**src/rtl/atomic_order_monitor_pkg.sv**
```systemverilog
package atomic_order_monitor_pkg;

  typedef enum logic [1:0] {
    PH_IDLE  = 2'b00,
    PH_SETUP = 2'b01,
    PH_MANIF = 2'b10
  } phase_e;

  typedef enum logic [1:0] {
    CAUSE_NONE   = 2'b00,
    CAUSE_ORDER  = 2'b01,
    CAUSE_LIMIT  = 2'b10,
    CAUSE_NOLINE = 2'b11
  } cause_e;

  localparam logic [2:0] OP_START = 3'd1;
  localparam logic [2:0] OP_LLOAD = 3'd2;
  localparam logic [2:0] OP_PLOAD = 3'd3;
  localparam logic [2:0] OP_QUERY = 3'd4;
  localparam logic [2:0] OP_STORE = 3'd5;

  typedef struct packed {
    logic alloc;
    logic clear;
  } tbl_strobe_t;

endpackage

```
**src/rtl/amon_line_table.sv**
```systemverilog
module amon_line_table
  import atomic_order_monitor_pkg::*;
#(
  parameter int MAX_LINES = 8,
  parameter int TAG_W     = 26,
  parameter int CNT_W     = $clog2(MAX_LINES + 1)
) (
  input  logic               clk,
  input  logic               rstN,
  input  logic [TAG_W-1:0]   lookTag,
  input  tbl_strobe_t        strb,
  output logic               lineHit,
  output logic               tableFull,
  output logic [CNT_W-1:0]   lineCount
);

  localparam int IDX_W = (MAX_LINES > 1) ? $clog2(MAX_LINES) : 1;

  logic [MAX_LINES-1:0] entryVld;
  logic [TAG_W-1:0]     entryTag [MAX_LINES];
  logic [MAX_LINES-1:0] entryMatch;
  logic [IDX_W-1:0]     freeIdx;
  logic [CNT_W-1:0]     cnt;

  for (genvar g = 0; g < MAX_LINES; g++) begin : g_cmp
    assign entryMatch[g] = entryVld[g] && (entryTag[g] == lookTag);
  end

  assign lineHit = |entryMatch;

  always_comb begin
    freeIdx = '0;
    for (int i = MAX_LINES - 1; i >= 0; i--) begin
      if (!entryVld[i]) freeIdx = IDX_W'(i);
    end
  end

  always_comb begin
    cnt = '0;
    for (int i = 0; i < MAX_LINES; i++) begin
      cnt = cnt + CNT_W'(entryVld[i]);
    end
  end

  assign lineCount = cnt;
  assign tableFull = (cnt == CNT_W'(MAX_LINES));

  always_ff @(posedge clk) begin
    if (!rstN) begin
      entryVld <= '0;
    end else if (strb.clear) begin
      entryVld <= '0;
    end else if (strb.alloc && !lineHit && !tableFull) begin
      entryVld[freeIdx] <= 1'b1;
    end
  end

  always_ff @(posedge clk) begin
    if (strb.alloc && !lineHit && !tableFull) begin
      entryTag[freeIdx] <= lookTag;
    end
  end

endmodule

```
**src/rtl/amon_ctrl.sv**
```systemverilog
module amon_ctrl
  import atomic_order_monitor_pkg::*;
(
  input  logic        clk,
  input  logic        rstN,
  input  logic        instValid,
  input  logic [2:0]  instOp,
  input  logic        instLock,
  input  logic        lineHit,
  input  logic        tableFull,
  output tbl_strobe_t strb,
  output phase_e      phase,
  output logic        faultPulse,
  output cause_e      faultCause,
  output logic        donePulse,
  output logic        warnSticky
);

  phase_e phNext;
  cause_e causeNext;
  logic   doneNext;
  logic   warnNext;

  always_comb begin
    phNext     = phase;
    causeNext  = CAUSE_NONE;
    doneNext   = 1'b0;
    warnNext   = warnSticky;
    strb       = '0;
    if (instValid) begin
      if (phase == PH_IDLE) begin
        if (instOp == OP_START) begin
          phNext     = PH_SETUP;
          strb.clear = 1'b1;
          warnNext   = 1'b0;
        end
      end else begin
        case (instOp)
          OP_START: causeNext = CAUSE_ORDER;
          OP_LLOAD: begin
            if (phase != PH_SETUP)  causeNext  = CAUSE_ORDER;
            else if (!lineHit) begin
              if (tableFull)        causeNext  = CAUSE_LIMIT;
              else                  strb.alloc = 1'b1;
            end
          end
          OP_PLOAD: begin
            if (phase == PH_MANIF) begin
              if (lineHit) causeNext = CAUSE_ORDER;
              else         warnNext  = 1'b1;
            end
          end
          OP_QUERY: begin
            if (phase == PH_SETUP) phNext    = PH_MANIF;
            else                   causeNext = CAUSE_ORDER;
          end
          OP_STORE: begin
            if (instLock) begin
              if (lineHit) doneNext  = 1'b1;
              else         causeNext = CAUSE_NOLINE;
            end else if (lineHit) begin
              phNext = PH_MANIF;
            end
          end
          default: ;
        endcase
        if (causeNext != CAUSE_NONE || doneNext) begin
          phNext     = PH_IDLE;
          strb.clear = 1'b1;
          strb.alloc = 1'b0;
        end
      end
    end
  end

  always_ff @(posedge clk) begin
    if (!rstN) begin
      phase      <= PH_IDLE;
      faultPulse <= 1'b0;
      faultCause <= CAUSE_NONE;
      donePulse  <= 1'b0;
      warnSticky <= 1'b0;
    end else begin
      phase      <= phNext;
      faultPulse <= (causeNext != CAUSE_NONE);
      faultCause <= causeNext;
      donePulse  <= doneNext;
      warnSticky <= warnNext;
    end
  end

endmodule

```
**src/rtl/atomic_order_monitor.sv**
```systemverilog
module atomic_order_monitor
  import atomic_order_monitor_pkg::*;
#(
  parameter int MAX_LINES = 8,
  parameter int TAG_W     = 26,
  parameter int CNT_W     = $clog2(MAX_LINES + 1)
) (
  input  logic             clk,
  input  logic             rstN,
  input  logic             instValid,
  input  logic [2:0]       instOp,
  input  logic [TAG_W-1:0] instTag,
  input  logic             instLock,
  output logic [1:0]       phase,
  output logic             faultPulse,
  output logic [1:0]       faultCause,
  output logic             donePulse,
  output logic             warnSticky,
  output logic [CNT_W-1:0] lineCount
);

  tbl_strobe_t strb;
  logic        lineHit;
  logic        tableFull;
  phase_e      phaseQ;
  cause_e      causeQ;

  amon_line_table #(
    .MAX_LINES(MAX_LINES),
    .TAG_W    (TAG_W),
    .CNT_W    (CNT_W)
  ) u_table (
    .clk      (clk),
    .rstN     (rstN),
    .lookTag  (instTag),
    .strb     (strb),
    .lineHit  (lineHit),
    .tableFull(tableFull),
    .lineCount(lineCount)
  );

  amon_ctrl u_ctrl (
    .clk       (clk),
    .rstN      (rstN),
    .instValid (instValid),
    .instOp    (instOp),
    .instLock  (instLock),
    .lineHit   (lineHit),
    .tableFull (tableFull),
    .strb      (strb),
    .phase     (phaseQ),
    .faultPulse(faultPulse),
    .faultCause(causeQ),
    .donePulse (donePulse),
    .warnSticky(warnSticky)
  );

  assign phase      = phaseQ;
  assign faultCause = causeQ;

endmodule

```
**config.mk**
```make
export PLATFORM = sky130hd
export DESIGN_NAME = atomic_order_monitor
export DESIGN_NICKNAME = d
export VERILOG_FILES = /design/src/rtl/atomic_order_monitor_pkg.sv /design/src/rtl/amon_line_table.sv /design/src/rtl/amon_ctrl.sv /design/src/rtl/atomic_order_monitor.sv
export SDC_FILE = /design/constraint.sdc
export NUM_CORES = 1
export LEC_CHECK = 0
export CAP_MARGIN = 20
export CORE_ASPECT_RATIO = 0.7
export CORE_MARGIN = 2
export CORE_UTILIZATION = 60
export DETAILED_ROUTE_END_ITERATION = 12
export PLACE_DENSITY_LB_ADDON = 0.12
export SLEW_MARGIN = 25
export SYNTH_ARGS = -nofsm -noshare
export SYNTH_HDL_FRONTEND = slang
export SYNTH_SLANG_ARGS = --single-unit
```
**constraint.sdc**
```tcl
create_clock -name clk -period 9.9 [get_ports clk]
set_input_delay 0.99 -clock clk [delete_from_list [all_inputs] [get_ports clk]]
set_output_delay 0.99 -clock clk [all_outputs]
set_load 0.1 [all_outputs]
```
* Yosys cells after proc, flatten, opt, wreduce, memory -nomap -nowiden *
Memories as Yosys holds them, arrays and structs flattened.
Index checks and enable logic that the tools add are counted.

cells by class
  multiply operators = 0
  multiplexer cells = 51
  bitwise logic cells = 3
  shift-type cells = 0
  eq/ne operators = 22
  reductions and logical operators = 25
  $add $sub $neg = 7
  div/mod/pow operators = 0
  $lt $le $gt $ge = 2

operators by type and width
  operator            count
  $eq 26x26->1        8
  $mux 2              18
  $add 4x1->4         6
  $mux 3              8
  $mux 1              22
  $logic_and 1x1->1   11
  $pmux 2 s5          1
  $ne 4x1->1 const B  2
  $or 8x8->8          1
  $reduce_bool 2->1   4
  $reduce_or 8->1     1
  $eq 3x2->1 const B  2
  $eq 3x3->1 const B  2
  $reduce_and 6->1    1
  $reduce_and 5->1    1
  $eq 4x4->1 const B  1
  $lt 3x4->1 const B  1
  $ne 2x2->1 const B  2
  $ne 4x2->1 const B  1
  $pmux 2 s2          1
  $reduce_bool 4->1   1
  $demux 1 s3         1
  $eq 3x1->1 const B  1
  $ge 3x1->1 const B  1
  other kinds (10)    12

word-level totals
  memories = 1
  bits in read-only memories = 0
  bits in writable memories = 208
  bits in latches = 0
  bits of input ports = 33
  register bits after elaboration = 15

memories
  memory            words  bits a word  read ports  clocked after memory_dff  write ports  line                   source
  u_table.entryTag  8      26           8           0                         1            amon_line_table.sv:20  logic [TAG_W-1:0] entryTag [MAX_LINES];

* Logic depth before layout (Yosys ltp) *
Gate-level depths: netlist of the first run.

  depth after elaboration = 23
  depth in mapped cells = 14
  gate-level depth less buffers = 14

* By module *
A second synthesis of the first run with hierarchy kept.

second synthesis, totals
  cell total of the unflattened synthesis = 647
  area, all modules = 9,887.0 sq um

modules (own cells, without submodules)
  module           area each (sq um)  seq. area each (sq um)  cells an instance  times used
  amon_line_table  9,460.3            6,406.1                 597                1
  amon_ctrl        426.7              140.1                   50                 1

* Worst setup path before layout of the first run *
OpenSTA, ideal clock, no wires.

  path kind = flip-flop to flip-flop
  from = register u_table.entryVld[2]
  to = memory u_table.entryTag[3][0], enable pin
  slack = 4,152 ps
  library setup time = 442 ps
  cell stages (with the launch flop) = 14
  period minus slack after synthesis = 5,748 ps
  data arrival time = 5,306 ps
  path buffers = 2
  cells stage by stage = dfxtp_1 -> clkbuf_1 -> inv_1 -> fa_1 -> fa_1 -> fa_1 -> fa_1 -> and2_1 -> o2111ai_1 -> and3_1 -> and3_1 -> clkbuf_1 -> nand2_1 -> nor3_1

between the ends
  longest elaborated chain between the ends = 22

ends and longest elaborated chain
  element                           line                   source
  start: declaration                amon_line_table.sv:19  logic [MAX_LINES-1:0] entryVld;
  start signal: assignment          amon_line_table.sv:50  entryVld <= '0;
  start signal: assignment          amon_line_table.sv:52  entryVld <= '0;
  start signal: indexed assignment  amon_line_table.sv:54  entryVld[freeIdx] <= 1'b1;
  $add 4x1->4 (6 in a row)          amon_line_table.sv:41  cnt = cnt + CNT_W'(entryVld[i]);
  $eq 4x4->1                        amon_line_table.sv:46  assign tableFull = (cnt == CNT_W'(MAX_LINES));
  $mux 2                            amon_ctrl.sv:43        if (tableFull) causeNext = CAUSE_LIMIT;
  $mux 2                            amon_ctrl.sv:42        else if (!lineHit) begin
  $mux 2                            amon_ctrl.sv:41        if (phase != PH_SETUP) causeNext = CAUSE_ORDER;
  $pmux 2 s5                        amon_ctrl.sv:38        case (instOp)
  $mux 2                            amon_ctrl.sv:31        if (phase == PH_IDLE) begin
  $mux 2                            amon_ctrl.sv:30        if (instValid) begin
  $reduce_bool 2->1                 amon_ctrl.sv:67        if (causeNext != CAUSE_NONE || doneNext) begin
  $logic_or 1x1->1                  amon_ctrl.sv:67
  $mux 2                            amon_ctrl.sv:67
  $mux 1                            amon_ctrl.sv:31
  $mux 2                            amon_ctrl.sv:30
  $logic_and 1x1->1 (2 in a row)    amon_line_table.sv:59  if (strb.alloc && !lineHit && !tableFull) begin
  $mux 1                            amon_line_table.sv:59
  $mux 1 (implied by the code)      amon_line_table.sv:60  entryTag[freeIdx] <= lookTag;
  end: declaration                  amon_line_table.sv:20

Several ways; a longest one is shown, not always the timed one. The select of a mux whose other input is x is not followed.

* Final worst setup path of the first run *
  from = register u_table.entryVld[1]
  to = output lineCount[2]

between the ends
  longest elaborated chain between the ends = 7

ends and longest elaborated chain
  element                   line                        source
  $add 1x1->2               amon_line_table.sv:41
  $add 4x1->4 (6 in a row)  amon_line_table.sv:41
  end: declaration          atomic_order_monitor.sv:19  output logic [CNT_W-1:0] lineCount

Every way passes these cells.

==> run summary, run 1 <==
* **mean routed wirelength per cell** 24.1 µm
* **maximum level of the CTS H-tree** 1
* **finished layout cell area** 11,500 µm²
* **Area Growth Syn to Fin** 10.9%
* **leakage** 3.32 nW
* **Worst Setup Start Kind** register
* **Synth Flop Type** sky130_fd_sc_hd__edfxtp_1
* **Crit Path Max Fanout** 7
* **startpoint-to-endpoint class of the critical path** register to primary output
* **clock buffers created by TritonCTS** 22
* **clock skew after layout** 0.0191 ns
* **effective utilization at floorplan** 61.0%
* **critical path required time** 8.91 ns
* **fraction of final layout cells sized beyond drive strength 1** 8.08%
* **area inside the core boundary** 17,100 µm²
* **setup repair after global routing missed its margin** false
* **die area** 18,400 µm²
* **post-synthesis instance area** 10,400 µm²
* **Hold Crit Class** register to register
* **initial antenna violation count** 0
* **Layout Cells excl Fill** 1,023
* **Chip Height** 114 µm
* **overall fraction of global-route tracks in use** 27.4%
* **count of max-cap constraint violations** 0
* **Clock Tree Root** sky130_fd_sc_hd__clkbuf_16
* **kind of capture point of the worst setup path** primary output
* **clock network latency to the later pin of the worst-skew pair** 0.51 ns
* **Top-Level Pins** 44
* **detailed router's first-iteration violation count** 664
* **overall overflow remaining after global route** 0
* **period utilization** 54.7%
* **number of hold violations in the final report** 0
* **Reg power frac** 53.8%
* **Comb power frac** 7.3%
* **post-synthesis average cell area** 14.2 µm²
* **Synthesized Nets** 771
* **Detailed Route WL** 24,700 µm
* **internal power** 1.48 mW
* **total placed cells including tap cells** 986
* **net total in the final layout** 819
* **hold buffers post-CTS** 0
* **instance area at placement** 10,900 µm²
* **upper clock frequency limit** 185 MHz
* **portion of the post-synthesis area used by sequential elements** 62.9%
* **relative contribution of the clock network to total power** 38.9%
* **number of buffers on the longest clock path** 3
* **number of global-route vias before repair** 6,351
* **total number of clock tree sinks** 223
* **count of flip-flops with a built-in enable after synthesis** 208
* **number of routed nets with antenna violations** 0
* **#FFs+latches synth** 223
* **worst-margin pin slew** 1.08 ns
* **IO buf count** 43
* **global-route wire length before repair** 37,600 µm
* **switching power** 432 µW
* **number of rows created at floorplan** 40
* **Final Max Tran Viols** 0
* **vias per inst** 6.26
* **power per cell area** 166 nW/µm²
* **count of warnings emitted by yosys** 0
* **share of synthesized flip-flops with an asynchronous set or reset** 0%
* **remaining design rule violation count** 0
* **weighted congestion reported at the end of routability-driven placement** 0.960
* **detailed-routing iteration count for the pre-antenna-repair pass** 5
* **Total Neg Setup Slack** 0 ns
* **status** complete, no violations
* **CTS tree** yes
* **Antenna Cells** 0
* **die boundary width** 161 µm
* **number of standard cells after synthesis** 731
* **net switching fraction of the power** 22.5%
* **total setup buffers inserted after CTS** 0
* **Worst Path Arrival** 4.43 ns
* **largest net degree at the start of global routing** 27
* **clock-pin slew on the worst setup and hold paths** 0.06 ns
* **Netlist cell types** 42
* **final HPWL from detailed placement** 16,000 µm
* **Tmin final** 5.42 ns
* **cts repair resizes** 0
* **worst vdd rail ir drop** 0.124 mV
* **total via count after detailed routing** 6,402
* **number of failing setup endpoints in the final timing report** 0
* **relative slew slack** 28.0%
-- critical path, stage by stage, from the launching register on --
cell                              delay (ns)
sky130_fd_sc_hd__dfxtp_1                0.49
sky130_fd_sc_hd__ha_1                   0.29
sky130_fd_sc_hd__inv_1                  0.07
sky130_fd_sc_hd__fa_1                   0.43
sky130_fd_sc_hd__fa_1                   0.45
sky130_fd_sc_hd__fa_1                   0.43
sky130_fd_sc_hd__fa_1                   0.48
sky130_fd_sc_hd__xnor2_1                0.14
sky130_fd_sc_hd__clkdlybuf4s50_1        1.14
-- cell usage in the layout (no fill, tap or decap), types with 9 or more instances in the layout --
cell | synthesis | final
sky130_fd_sc_hd__dfxtp_1 | 15 | 15
sky130_fd_sc_hd__a21oi_1 | 11 | 11
sky130_fd_sc_hd__xnor2_1 | 200 | 200
sky130_fd_sc_hd__nor3_1 | 16 | 15
sky130_fd_sc_hd__nand2_1 | 13 | 13
sky130_fd_sc_hd__nand3_1 | 18 | 18
sky130_fd_sc_hd__buf_4 | 4 | 12
sky130_fd_sc_hd__edfxtp_1 | 208 | 208
sky130_fd_sc_hd__clkdlybuf4s50_1 | 0 | 38
sky130_fd_sc_hd__a22oi_1 | 9 | 9
sky130_fd_sc_hd__clkbuf_16 | 0 | 22
sky130_fd_sc_hd__nor4_1 | 20 | 20
sky130_fd_sc_hd__nand4_1 | 94 | 94
sky130_fd_sc_hd__inv_1 | 17 | 17
-- registers in the layout, summed over array words and instances (netlist names) --
register	cells
u_table.entryVld	8
u_ctrl.warnSticky	1
u_ctrl.donePulse	1
u_ctrl.phase	2
u_table.entryTag	208
u_ctrl.faultCause	2
u_ctrl.faultPulse	1
-- per-layer routing --
layer	GRT usage [%]	up-vias	routed length (µm)
li1	-	2853	-
met1	42.3	3153	11000
met2	39.7	361	10600
met3	6.48	35	2760
met4	6.31	0	391
met5	0	-	0
-- power by group through the flow --
stage                     registers [mW]  clock network, mW  logic, mW
after CTS                           1.03              0.754      0.140
final                               1.03              0.746      0.139
after floorplan                     1.06                  0     0.0852
after detailed placement            1.05                  0      0.139
after global placement              1.05                  0      0.136
after global routing                1.03              0.791      0.149
-- Yosys cell counts, types with 7 or more instances --
library cell,number,area share (%)
sky130_fd_sc_hd__xnor2_1,200,17
sky130_fd_sc_hd__nand4_1,94,5.6
sky130_fd_sc_hd__edfxtp_1,208,60
sky130_fd_sc_hd__nor3_1,16,0.77
sky130_fd_sc_hd__buf_6,23,2.5
sky130_fd_sc_hd__nand2_1,13,0.47
sky130_fd_sc_hd__a31oi_1,7,0.42
sky130_fd_sc_hd__inv_1,17,0.61
sky130_fd_sc_hd__nand3_1,18,0.87
sky130_fd_sc_hd__a21oi_1,11,0.53
sky130_fd_sc_hd__xnor2_2,8,1.2
sky130_fd_sc_hd__dfxtp_1,15,2.9
sky130_fd_sc_hd__nor4_1,20,1.2
sky130_fd_sc_hd__a22oi_1,9,0.65
sky130_fd_sc_hd__nor2_1,15,0.54
-- kinds of logic (layout without fill, tap and decap cells) --
kind of cell             count (synthesis)  after routing  synth area share (%)
flip-flops                             223            223                  62.9
XOR/XNOR                               210            210                  18.2
AND/OR/NAND/NOR                        201            201                  11.4
buffers and inverters                   48            109                  3.53
AO/OA/AOI/OAI                           40             40                  2.52
adder cells (fa/ha/maj)                  7              7                  1.13
multiplexers                             2              2                 0.312
-- path summary, 6_finish.rpt --
path | from | end | slack [ns] | cells past startpoint
max | u_table.entryVld[1] | lineCount[2] | 4.48 | 8
min | u_ctrl.warnSticky | u_ctrl.warnSticky | 0.52 | 2
max reg2reg | u_table.entryVld[1] | u_table.entryTag[4][20] | 5.05 | 12
min reg2reg | u_ctrl.warnSticky | u_ctrl.warnSticky | 0.52 | 2
-- per-stage QoR --
| stage | hold WS (ns) | utilization (%) | setup WS, ns | total power [mW] |
|---|---|---|---|---|
| 3_3_place_gp | 0.486 | 64.1 | 4.80 | 1.19 |
| 3_5_place_dp | 0.511 | 64.2 | 4.97 | 1.19 |
| 4_1_cts | 0.523 | 67.8 | 4.46 | 1.92 |
| 2_1_floorplan | 0.512 | - | 4.15 | 1.14 |
| 6_report | 0.518 | 67.7 | 4.48 | 1.92 |
| 5_1_grt | 0.551 | 67.7 | 4.33 | 1.97 |
-- cell type report --
| cell class | instances | area (µm²) |
|---|---|---|
| Multi-Input combinational cell | 460 | 3530 |
| Clock inverter | 11 | 57.6 |
| Inverter | 17 | 63.8 |
| Timing Repair Buffer | 55 | 495 |
| Tap cell | 231 | 289 |
| Clock buffer | 26 | 566 |
| Fill cell | 1222 | 5520 |
| Sequential cell | 223 | 6550 |
Power figures use the tool's default switching activity.
==> run 2: changes to the inputs <==
--- a/config.mk
+++ b/config.mk
@@ -8,7 +8,7 @@
 export CAP_MARGIN = 20
 export CORE_ASPECT_RATIO = 0.7
 export CORE_MARGIN = 2
-export CORE_UTILIZATION = 60
+export CORE_UTILIZATION = 55
 export DETAILED_ROUTE_END_ITERATION = 12
 export PLACE_DENSITY_LB_ADDON = 0.12
 export SLEW_MARGIN = 25
==> constraint.sdc (replaced) <==
create_clock -name clk -period 4.4 [get_ports clk]
set_input_delay 0.44 -clock clk [delete_from_list [all_inputs] [get_ports clk]]
set_output_delay 0.44 -clock clk [all_outputs]
set_load 0.1 [all_outputs]
==> run 2 against run 1 <==
  * Clock skew decreased by 0.0096 ns
  * Via count rose by 1.4%
  * Sequential share of layout area fell by 2.9 points
  * Critical path type is now register to register
  * Sequential power grew 130%
  * Largest cell class unchanged
  * Global-route usage shrank 1.5 points
  * Largest power group unchanged
  * Die area up 8.8%
==> run summary, run 2 (synthesized netlist as in run 1, its figures left out) <==
* **total number of clock tree sinks** 223
* **detailed router's first-iteration violation count** 875
* **mean routed wirelength per cell** 23.6 µm
* **Worst Path Arrival** 4.40 ns
* **worst vdd rail ir drop** 0.302 mV
* **upper clock frequency limit** 238 MHz
* **Hold Crit Class** register to register
* **initial antenna violation count** 0
* **register with the most flip-flops** u_table.entryTag
* **number of failing setup endpoints in the final timing report** 0
* **maximum level of the CTS H-tree** 1
* **weighted congestion reported at the end of routability-driven placement** 0.858
* **fraction of final layout cells sized beyond drive strength 1** 14.2%
* **Top-Level Pins** 44
* **total of fill cells in the finished design** 1,387
* **worst-margin pin slew** 1.01 ns
* **number of rows created at floorplan** 42
* **status** complete, no violations
* **utilization after layout** 65.1%
* **instance area at placement** 11,400 µm²
* **count of max-cap constraint violations** 0
* **top flop regs** u_table.entryTag: 208 flops, u_table.entryVld: 8 flops
* **CTS tree** yes
* **flip-flop count of the largest register, all copies and words added** 208
* **Worst Setup Start Kind** register
* **period utilization** 95.4%
* **Final Max Tran Viols** 0
* **clock skew after layout** 0.00942 ns
* **detailed-routing iteration count for the pre-antenna-repair pass** 6
* **Antenna Cells** 0
* **Chip Height** 119 µm
* **area inside the core boundary** 18,700 µm²
* **number of hold violations in the final report** 0
* **startpoint-to-endpoint class of the critical path** register to register
* **overall fraction of global-route tracks in use** 25.9%
* **clock buffers created by TritonCTS** 23
* **most common cell after layout, fill and taps aside** sky130_fd_sc_hd__edfxtp_1
* **relative slew slack** 32.7%
* **vias per inst** 6.00
* **remaining design rule violation count** 0
* **power per cell area** 371 nW/µm²
* **Detailed Route WL** 25,600 µm
* **Area Growth Syn to Fin** 17.0%
* **finished layout cell area** 12,200 µm²
* **clock network latency to the later pin of the worst-skew pair** 0.51 ns
* **Clock Tree Root** sky130_fd_sc_hd__clkbuf_16
* **overall overflow remaining after global route** 0
* **effective utilization at floorplan** 55.7%
* **critical path required time** 4.60 ns
* **die boundary width** 168 µm
* **number of global-route vias before repair** 6,361
* **Tmin final** 4.20 ns
* **power after layout** 4.53 mW
* **net total in the final layout** 865
* **setup repair after global routing missed its margin** false
* **number of buffers on the longest clock path** 3
* **leakage** 3.63 nW
* **leading cell types in the layout, fill and taps excluded** 208 x sky130_fd_sc_hd__edfxtp_1, 200 x sky130_fd_sc_hd__xnor2_1, 94 x sky130_fd_sc_hd__nand4_1, 49 x sky130_fd_sc_hd__buf_4, 39 x sky130_fd_sc_hd__clkdlybuf4s50_1
* **clock-pin slew on the worst setup and hold paths** 0.06 ns
* **IO buf count** 43
* **largest net degree at the start of global routing** 27
* **Crit Path Max Fanout** 26
* **global-route wire length before repair** 38,500 µm
* **total via count after detailed routing** 6,490
* **kind of capture point of the worst setup path** register
* **final HPWL from detailed placement** 16,800 µm
* **die area** 20,100 µm²
* **number of routed nets with antenna violations** 0
[run 2: what timing repair did]
action | 4_1_cts | 5_1_grt
hold buffers | 0 | 0
resized for setup | 0 | 3
setup endpoints to repair | 0 | 87
setup buffers | 0 | 0
[run 2: stage by stage]
| step | setup WS [ns] | instances | hold slack, ns | TNS, ns |
|---|---|---|---|---|
| 2_1_floorplan | -0.0794 | 731 | 0.512 | -4.28 |
| 3_3_place_gp | 0.105 | 1041 | 0.494 | 0 |
| 3_5_place_dp | 0.0446 | 1041 | 0.518 | 0 |
| 4_1_cts | 0.0210 | 1081 | 0.534 | 0 |
| 5_1_grt | 0.000468 | 1082 | 0.566 | 0 |
| 6_report | 0.201 | 1082 | 0.534 | 0 |
[run 2: cell type report]
class,count,area (µm²),area share [%]
clock buffer,28,594,4.88
clock inverter,12,123,1.01
inverter,17,63.8,0.524
multi-input combinational,461,3570,29.3
sequential,223,6550,53.7
tap,242,303,2.49
timing repair buffer,99,978,8.03
[run 2: critical path: stages, from the launching register on]
cell                        delay (ns)
sky130_fd_sc_hd__dfxtp_1          0.32
sky130_fd_sc_hd__ha_1             0.28
sky130_fd_sc_hd__inv_1            0.05
sky130_fd_sc_hd__fa_1             0.49
sky130_fd_sc_hd__fa_1             0.45
sky130_fd_sc_hd__fa_2             0.38
sky130_fd_sc_hd__fa_1             0.50
sky130_fd_sc_hd__and2_1           0.18
sky130_fd_sc_hd__o2111ai_1        0.12
sky130_fd_sc_hd__and3_1           0.21
sky130_fd_sc_hd__and3_2           0.24
sky130_fd_sc_hd__buf_4            0.12
sky130_fd_sc_hd__nand2_2          0.10
sky130_fd_sc_hd__nor3_4           0.24
sky130_fd_sc_hd__buf_12           0.21
[run 2: final timing paths]
path | to | slack (ns) | depth (start not counted) | from
max | u_table.entryTag[3][9] | 0.20 | 14 | u_table.entryVld[0]
min | u_ctrl.warnSticky | 0.53 | 2 | u_ctrl.warnSticky
max reg2reg | u_table.entryTag[3][9] | 0.20 | 14 | u_table.entryVld[0]
min reg2reg | u_ctrl.warnSticky | 0.53 | 2 | u_ctrl.warnSticky
[run 2: metal layers]
metal  track usage, %  share of wire (%)
met2             37.6                 43
met3             4.12                7.6
met4             7.44                2.7
met1             40.6                 47
met5                0                  0
[run 2: power breakdown]
group | leakage (nW) | total, mW | internal, mW | switching, mW
registers | 1.99 | 2.32 | 2.32 | 0.00216
logic | 1.30 | 0.343 | 0.132 | 0.211
clock network | 0.347 | 1.86 | 1.08 | 0.783
total | 3.63 | 4.53 | 3.53 | 0.996
==> run 3: changes to the inputs <==
--- a/config.mk
+++ b/config.mk
@@ -11,7 +11,7 @@
 export CORE_UTILIZATION = 55
 export DETAILED_ROUTE_END_ITERATION = 12
 export PLACE_DENSITY_LB_ADDON = 0.12
-export SLEW_MARGIN = 25
+export SLEW_MARGIN = 0
 export SYNTH_ARGS = -nofsm -noshare
 export SYNTH_HDL_FRONTEND = slang
 export SYNTH_SLANG_ARGS = --single-unit
==> results of run 3 <==
No change in the layout: final DEF, timing and power equal those of run 2.
